### src/rtl/adc_trig_pkg.sv
package adc_trig_pkg;
  localparam int unsigned NUM_CH = 2;
  localparam int unsigned CH_W   = $clog2(NUM_CH);
  localparam int unsigned ADDR_W = CH_W + 1;

  // addr[ADDR_W-1] selects buffer bank, low bits select channel
  typedef enum logic [ADDR_W-1:0] {
    REG_CMP_A = 2'd0,
    REG_CMP_B = 2'd1,
    REG_BUF_A = 2'd2,
    REG_BUF_B = 2'd3
  } reg_sel_e;
endpackage

### src/rtl/adc_trig_regif.sv
module adc_trig_regif
  import adc_trig_pkg::*;
#(
  parameter int unsigned DW = 16
) (
  input  logic                       clk_i,
  input  logic                       rst_ni,
  input  logic                       req_i,
  input  logic                       we_i,
  input  logic                       word_i,
  input  logic [ADDR_W-1:0]          addr_i,
  input  logic [NUM_CH-1:0][DW-1:0]  cmp_i,
  input  logic [NUM_CH-1:0][DW-1:0]  buf_i,
  output logic [NUM_CH-1:0]          cmp_we_o,
  output logic [NUM_CH-1:0]          buf_we_o,
  output logic [DW-1:0]              rdata_o,
  output logic                       err_o
);
  logic            acc_ok;
  logic            wr_ok;
  logic            bank_buf;
  logic [CH_W-1:0] ch_sel;
  logic            err_q;

  assign acc_ok   = req_i & word_i;
  assign wr_ok    = acc_ok & we_i;
  assign bank_buf = addr_i[ADDR_W-1];
  assign ch_sel   = addr_i[CH_W-1:0];

  for (genvar i = 0; i < NUM_CH; i++) begin : g_dec
    assign cmp_we_o[i] = wr_ok & ~bank_buf & (ch_sel == CH_W'(i));
    assign buf_we_o[i] = wr_ok &  bank_buf & (ch_sel == CH_W'(i));
  end

  always_comb begin
    rdata_o = '0;
    if (acc_ok) rdata_o = bank_buf ? buf_i[ch_sel] : cmp_i[ch_sel];
  end

  always_ff @(posedge clk_i or negedge rst_ni) begin
    if (!rst_ni) err_q <= 1'b0;
    else         err_q <= req_i & ~word_i;
  end

  assign err_o = err_q;
endmodule

### src/rtl/adc_trig_chan.sv
module adc_trig_chan #(
  parameter int unsigned DW = 16
) (
  input  logic          clk_i,
  input  logic          rst_ni,
  input  logic          cmp_we_i,
  input  logic          buf_we_i,
  input  logic [DW-1:0] wdata_i,
  input  logic          xfer_en_i,
  input  logic          strobe_i,
  input  logic [DW-1:0] cnt_i,
  output logic [DW-1:0] cmp_o,
  output logic [DW-1:0] buf_o,
  output logic          req_o
);
  logic [DW-1:0] cmp_q, buf_q;
  logic          hit, hit_q, req_q;

  assign hit = (cnt_i == cmp_q);

  always_ff @(posedge clk_i or negedge rst_ni) begin
    if (!rst_ni) begin
      buf_q <= '1;
      cmp_q <= '1;
      hit_q <= 1'b0;
      req_q <= 1'b0;
    end else begin
      if (buf_we_i) buf_q <= wdata_i;
      // direct write > immediate-mode write > turning-point transfer
      if (cmp_we_i)                    cmp_q <= wdata_i;
      else if (buf_we_i && !xfer_en_i) cmp_q <= wdata_i;
      else if (xfer_en_i && strobe_i)  cmp_q <= buf_we_i ? wdata_i : buf_q;
      hit_q <= hit;
      req_q <= hit & ~hit_q;
    end
  end

  assign cmp_o = cmp_q;
  assign buf_o = buf_q;
  assign req_o = req_q;
endmodule

### src/rtl/adc_trig_cmp.sv
module adc_trig_cmp
  import adc_trig_pkg::*;
#(
  parameter int unsigned DW = 16
) (
  input  logic              clk_i,
  input  logic              rst_ni,
  input  logic              req_i,
  input  logic              we_i,
  input  logic              word_i,
  input  logic [ADDR_W-1:0] addr_i,
  input  logic [DW-1:0]     wdata_i,
  output logic [DW-1:0]     rdata_o,
  output logic              err_o,
  input  logic              xfer_en_i,
  input  logic [DW-1:0]     cnt_i,
  input  logic              crest_i,
  input  logic              trough_i,
  output logic              adc_req_a_o,
  output logic              adc_req_b_o
);
  logic [NUM_CH-1:0][DW-1:0] cmp_q;
  logic [NUM_CH-1:0][DW-1:0] buf_q;
  logic [NUM_CH-1:0]         cmp_we, buf_we, req;
  logic                      strobe;

  assign strobe = crest_i | trough_i;

  adc_trig_regif #(.DW(DW)) u_regif (
    .clk_i    (clk_i),
    .rst_ni   (rst_ni),
    .req_i    (req_i),
    .we_i     (we_i),
    .word_i   (word_i),
    .addr_i   (addr_i),
    .cmp_i    (cmp_q),
    .buf_i    (buf_q),
    .cmp_we_o (cmp_we),
    .buf_we_o (buf_we),
    .rdata_o  (rdata_o),
    .err_o    (err_o)
  );

  for (genvar i = 0; i < NUM_CH; i++) begin : g_ch
    adc_trig_chan #(.DW(DW)) u_chan (
      .clk_i     (clk_i),
      .rst_ni    (rst_ni),
      .cmp_we_i  (cmp_we[i]),
      .buf_we_i  (buf_we[i]),
      .wdata_i   (wdata_i),
      .xfer_en_i (xfer_en_i),
      .strobe_i  (strobe),
      .cnt_i     (cnt_i),
      .cmp_o     (cmp_q[i]),
      .buf_o     (buf_q[i]),
      .req_o     (req[i])
    );
  end

  assign adc_req_a_o = req[0];
  assign adc_req_b_o = req[1];
endmodule

### config.mk
export PLATFORM = sky130hd
export DESIGN_NAME = adc_trig_cmp
export DESIGN_NICKNAME = d
export VERILOG_FILES = /design/src/rtl/adc_trig_pkg.sv /design/src/rtl/adc_trig_regif.sv /design/src/rtl/adc_trig_chan.sv /design/src/rtl/adc_trig_cmp.sv
export SDC_FILE = /design/constraint.sdc
export NUM_CORES = 1
export LEC_CHECK = 0
export BUFFER_PORTS_ARGS = -buffer_cell sky130_fd_sc_hd__buf_2
export CAP_MARGIN = 20
export CELL_PAD_IN_SITES_DETAIL_PLACEMENT = 0
export CELL_PAD_IN_SITES_GLOBAL_PLACEMENT = 1
export CORE_MARGIN = 1.5
export CORE_UTILIZATION = 30
export DETAILED_ROUTE_END_ITERATION = 10
export PLACE_DENSITY = 0.67
export SYNTH_ARGS = -nofsm -noshare
export SYNTH_HDL_FRONTEND = slang
export SYNTH_SLANG_ARGS = --single-unit
### constraint.sdc
create_clock -name clk_i -period 2.4 [get_ports clk_i]
set_input_delay 0.48 -clock clk_i [delete_from_list [all_inputs] [get_ports clk_i]]
set_output_delay 0.48 -clock clk_i [all_outputs]
set_load 0.01 [all_outputs]
==> Word level (Yosys, flattened, before mapping) <==
Index checks and enable logic that the tools add are counted.
{ "classes": {"order_cmp": 1, "n_eq_ne": 2, "n_mux": 14, "bitwise": 17, "reduce_logical": 6} }
{ "ops": {"columns": ["cell", "count"], "rows": [
  ["16-bit two-way mux", 14],
  ["16-bit == test", 2],
  ["1-bit AND", 11],
  ["3-bit nonzero test", 2],
  ["1-bit NOT", 5],
  ["1-bit logical AND", 3],
  ["1-bit by 2-bit < comparator with 1-bit output (second input constant)", 1],
  ["1-bit logical NOT", 1],
  ["1-bit bitwise OR", 1]
]} }
{ "totals": {"regBits": 69, "inputBits": 42, "wordCells": 49} }

==> Depth between registers and ports, before layout <==
{ "logic_depth": {"depth_word": 8, "mapped_depth": 7, "ltp_nobuf": 4} }

==> Hierarchy <==
From an unflattened synthesis, not the netlist that was laid out.
{ "hier_totals": {"hier_cells": 324, "area_unflattened_um2": 3901.2} }
{ "modules_own_cells": {"columns": ["module", "instances", "cells_per_inst", "area_each_um2"], "rows": [
  ["adc_trig_chan", 2, 129, 1655.3],
  ["adc_trig_regif", 1, 65, 584.3],
  ["adc_trig_cmp", 1, 1, 6.3]
]} }

==> Worst setup path after synthesis <==
OpenSTA, ideal clock, no wires.
{ "synth_timing": {"path_kind": "input port to output port", "from": "input port addr_i[0]", "to": "output port rdata_o[10]", "arrival_ps": 1611, "t_required_ps": 1920, "path_slack_ps": 309, "cell_stages": 4, "path_buffers": 2, "path_cell_list": "buf_6 buf_2 mux4_2 and3_1"} }
{ "synth_via": {"elab_chain_cells": 4, "elab_cells_between_ends": 6, "classes_between": "6 x mux"} }
{ "synth_lines": {"columns": ["item", "line_no", "rtl"], "rows": [
  ["start: declaration", "adc_trig_cmp.sv:11", "input logic [ADDR_W-1:0] addr_i,"],
  ["16-bit two-way mux (not written as such) (2 in a row)", "adc_trig_regif.sv:37", "if (acc_ok) rdata_o = bank_buf ? buf_i[ch_sel] : cmp_i[ch_sel];"],
  ["16-bit two-way mux (*) (2 in a row)", "adc_trig_regif.sv:37", null],
  ["end: declaration", "adc_trig_cmp.sv:13", "output logic [DW-1:0] rdata_o,"]
]} }
Every way passes the cells marked *; elsewhere a longest branch is shown, timed or not. The select of a mux whose other input is x is not followed.

==> Worst setup path after layout <==
{ "layout_timing": {"from": "input port addr_i[0]", "to": "output port rdata_o[2]"} }
The elaborated chain is that of the path after synthesis.

==> impl_metrics.env <==
export IMPL_outcome="finished, final reports clean"
export IMPL_crit_path_end_kind="primary output"
export IMPL_wire_per_inst_um=20.5
export IMPL_max_cap_violations=0
export IMPL_slew_headroom_pct=42.4
export IMPL_min_path_type="in2async"
export IMPL_fin_crit_sh_pct=89.9
export IMPL_worstPathArrival_ns=1.68
export IMPL_clk_latency_ns=0.33
export IMPL_start_kind="primary input"
export IMPL_routed_wl_mm=11.3
export IMPL_core_mm2=0.0126
export IMPL_dpl_cell_area_mm2=0.00437
export IMPL_criticalPathCategory="in2out"
export IMPL_grt_pass1_wl_mm=17.2
export IMPL_rsz0062_at_grt="no"
export IMPL_vias_per_cell=5.37
export IMPL_synth_avg_cell_area_um2=12.4
export IMPL_power_density_mw_per_mm2=847
export IMPL_hold_viol=0
export IMPL_die_x_um=116
export IMPL_cts_root_buf="clkbuf_16"
export IMPL_num_antenna_cells=0
export IMPL_start_util_pct=30.7
export IMPL_cts_sinks=69
export IMPL_vias=2951
export IMPL_area_growth_pct=20.8
export IMPL_drtAntennaViolNets=0
export IMPL_antenna_found_initial=0
export IMPL_synth_seq_area_share_pct=46.9
export IMPL_multi_input_area_mm2=0.00186
export IMPL_drive_above_1_share_pct=53.2
export IMPL_setup_tns_final_ns=0
export IMPL_grt_max_degree=33
export IMPL_syn_inst=310
export IMPL_fin_area_mm2=0.00465
export IMPL_core_rowCount=41
export IMPL_synth_seq_cells=69
export IMPL_initialDrtViolationCount=202
export IMPL_max_freq_ghz=0.464
export IMPL_ys_warn_count=0
export IMPL_grt_pass1_vias=3054
export IMPL_setup_violations=0
export IMPL_pin_count=61
export IMPL_io_buffer_count=60
export IMPL_final_cells=550
export IMPL_numCtsBuffers=9
export IMPL_grt_ovfl_total=0
export IMPL_clkTransAtPathRegs_ns=0.06
export IMPL_synth_cell_types=32
export IMPL_seq_area_mm2=0.00181
export IMPL_layout_nets=415
export IMPL_die_area_mm2=0.0135
export IMPL_synth_fp_nets=352
export IMPL_crit_required_ns=1.92
export IMPL_place_inst=534
export IMPL_maxSlewViolCount=0
export IMPL_hold_buffers=0
export IMPL_drc=0
export IMPL_firstDrtPassIters=6
export IMPL_fin_crit_ns=2.16
export IMPL_skew_ns=0.00415
export IMPL_dp_hpwl_mm=7.81
export IMPL_final_util_pct=37.0
export IMPL_irDropWorstVdd_v=0.000433
export IMPL_clk_path_buf_depth=2
export IMPL_cp_max_fo=19
export IMPL_dieHeight_um=116
export IMPL_power_leakage_nw=1.98
export IMPL_h_tree_depth=3
export IMPL_syn_area_mm2=0.00385
export IMPL_grt_usage_pct=17.4
export IMPL_cts_tree="done"
export IMPL_gp_congestion=0.811
export IMPL_cts_resized=0
export IMPL_worstMarginPinSlew_ns=0.863
export IMPL_cts_post_setup_buffers_inserted=0
export IMPL_num_fill_cells=1260
[cell type report]
cell class	count	area share, %
tap	172	4.63
clock buffer	15	5.97
sequential	69	38.8
inverter	15	1.21
multi-input combinational	204	40.0
timing repair buffer	74	9.25
clock inverter	1	0.108
[per-layer routing]
| layer | global-route usage [%] | vias up | routed length (um) |
|---|---|---|---|
| li1 | - | 1314 | - |
| met1 | 21.1 | 1488 | 4640 |
| met2 | 30.7 | 132 | 5630 |
| met3 | 3.48 | 17 | 779 |
| met4 | 6.34 | 0 | 234 |
| met5 | 0 | - | 0 |
[cells by family after synthesis]
kind of cell / synth area share [%]
and+or+nand+nor: 11.1
DFF: 46.9
AOI/OAI and AO/OA: 10.7
muxes: 19.2
buffers and inverters: 4.81
xor gates and xnor gates: 7.28
[flip-flops by register name (all words and copies together) (netlist names)]
register / count
g_ch.u_chan.hit_q: 2
u_regif.err_o: 1
g_ch.u_chan.buf_o: 32
g_ch.u_chan.req_o: 2
g_ch.u_chan.cmp_o: 32
[cell usage after synthesis]
cell type	n	area (um^2)
dfstp_2	64	1680
mux2_2	32	360
xnor2_1	32	280
nand2_1	20	75.1
and3_1	16	100
a222oi_1	15	150
inv_1	15	56.3
a21oi_1	14	70.1
a221o_1	14	140
nand3_1	14	70.1
buf_2	13	65.1
mux4_2	11	248
nand4_1	9	56.3
dfrtp_1	5	125
mux4_1	5	131
clkbuf_1	4	15.0
a32oi_1	3	26.3
buf_6	3	33.8
nor2_1	3	11.3
nor2b_1	3	18.8
buf_4	2	15.0
nand2_2	2	12.5
nor4_1	2	12.5
and2_4	1	8.76
and4_1	1	8.76
and4b_4	1	13.8
nand4bb_4	1	27.5
nor3b_2	1	12.5
o21a_1	1	7.51
o21ai_0	1	5.00
o21ai_1	1	5.00
o21ai_2	1	8.76
[stage by stage]
step,setup slack (ns),power (mW),hold slack (ns)
4_1_cts,0.248,3.97,0.187
3_5_place_dp,0.248,2.71,0.385
3_3_place_gp,0.239,2.67,0.388
6_report,0.243,3.94,0.172
5_1_grt,0.207,4.13,0.209
2_1_floorplan,0.309,2.38,0.184
[critical path: stages]
cell and delay, ns:
buf_2 0.10, buf_12 0.19, mux4_1 0.57, and3_1 0.19
buf_2 0.13
[cell usage in the layout (no fill, tap or decap), types with 12 or more instances in the layout]
master / Yosys / layout
inv_1: 15 / 15
and3_1: 16 / 16
buf_4: 2 / 12
nand3_1: 14 / 14
xnor2_1: 32 / 32
nand2_1: 20 / 20
a21oi_1: 14 / 14
buf_2: 13 / 60
a221o_1: 14 / 14
a222oi_1: 15 / 15
dfstp_2: 64 / 64
mux2_2: 32 / 32
[report_power, final]
part / total (mW) / leakage (nW) / switching, mW / internal [mW]
Combinational: 0.859 / 1.10 / 0.370 / 0.489
Sequential: 1.83 / 0.739 / 0.224 / 1.61
Clock: 1.25 / 0.140 / 0.468 / 0.784
Total: 3.94 / 1.98 / 1.06 / 2.88
[worst paths after layout]
check	startpoint	to	slack, ns	depth (start not counted)
max reg2reg	g_ch[1].u_chan.cmp_o[3]$_DFFE_PN1P_	g_ch[1].u_chan.req_o$_DFF_PN0_	0.84	4
min	rst_ni	g_ch[1].u_chan.req_o$_DFF_PN0_	0.17	1
min reg2reg	g_ch[1].u_chan.hit_q$_DFF_PN0_	g_ch[1].u_chan.req_o$_DFF_PN0_	0.39	1
max in group asynchronous	rst_ni	g_ch[1].u_chan.buf_o[9]$_DFF_PN1_	1.52	2
max	addr_i[0]	rdata_o[2]	0.24	5
min in group clk_i	g_ch[1].u_chan.hit_q$_DFF_PN0_	g_ch[1].u_chan.req_o$_DFF_PN0_	0.39	1
Power figures use the tool's default switching activity.
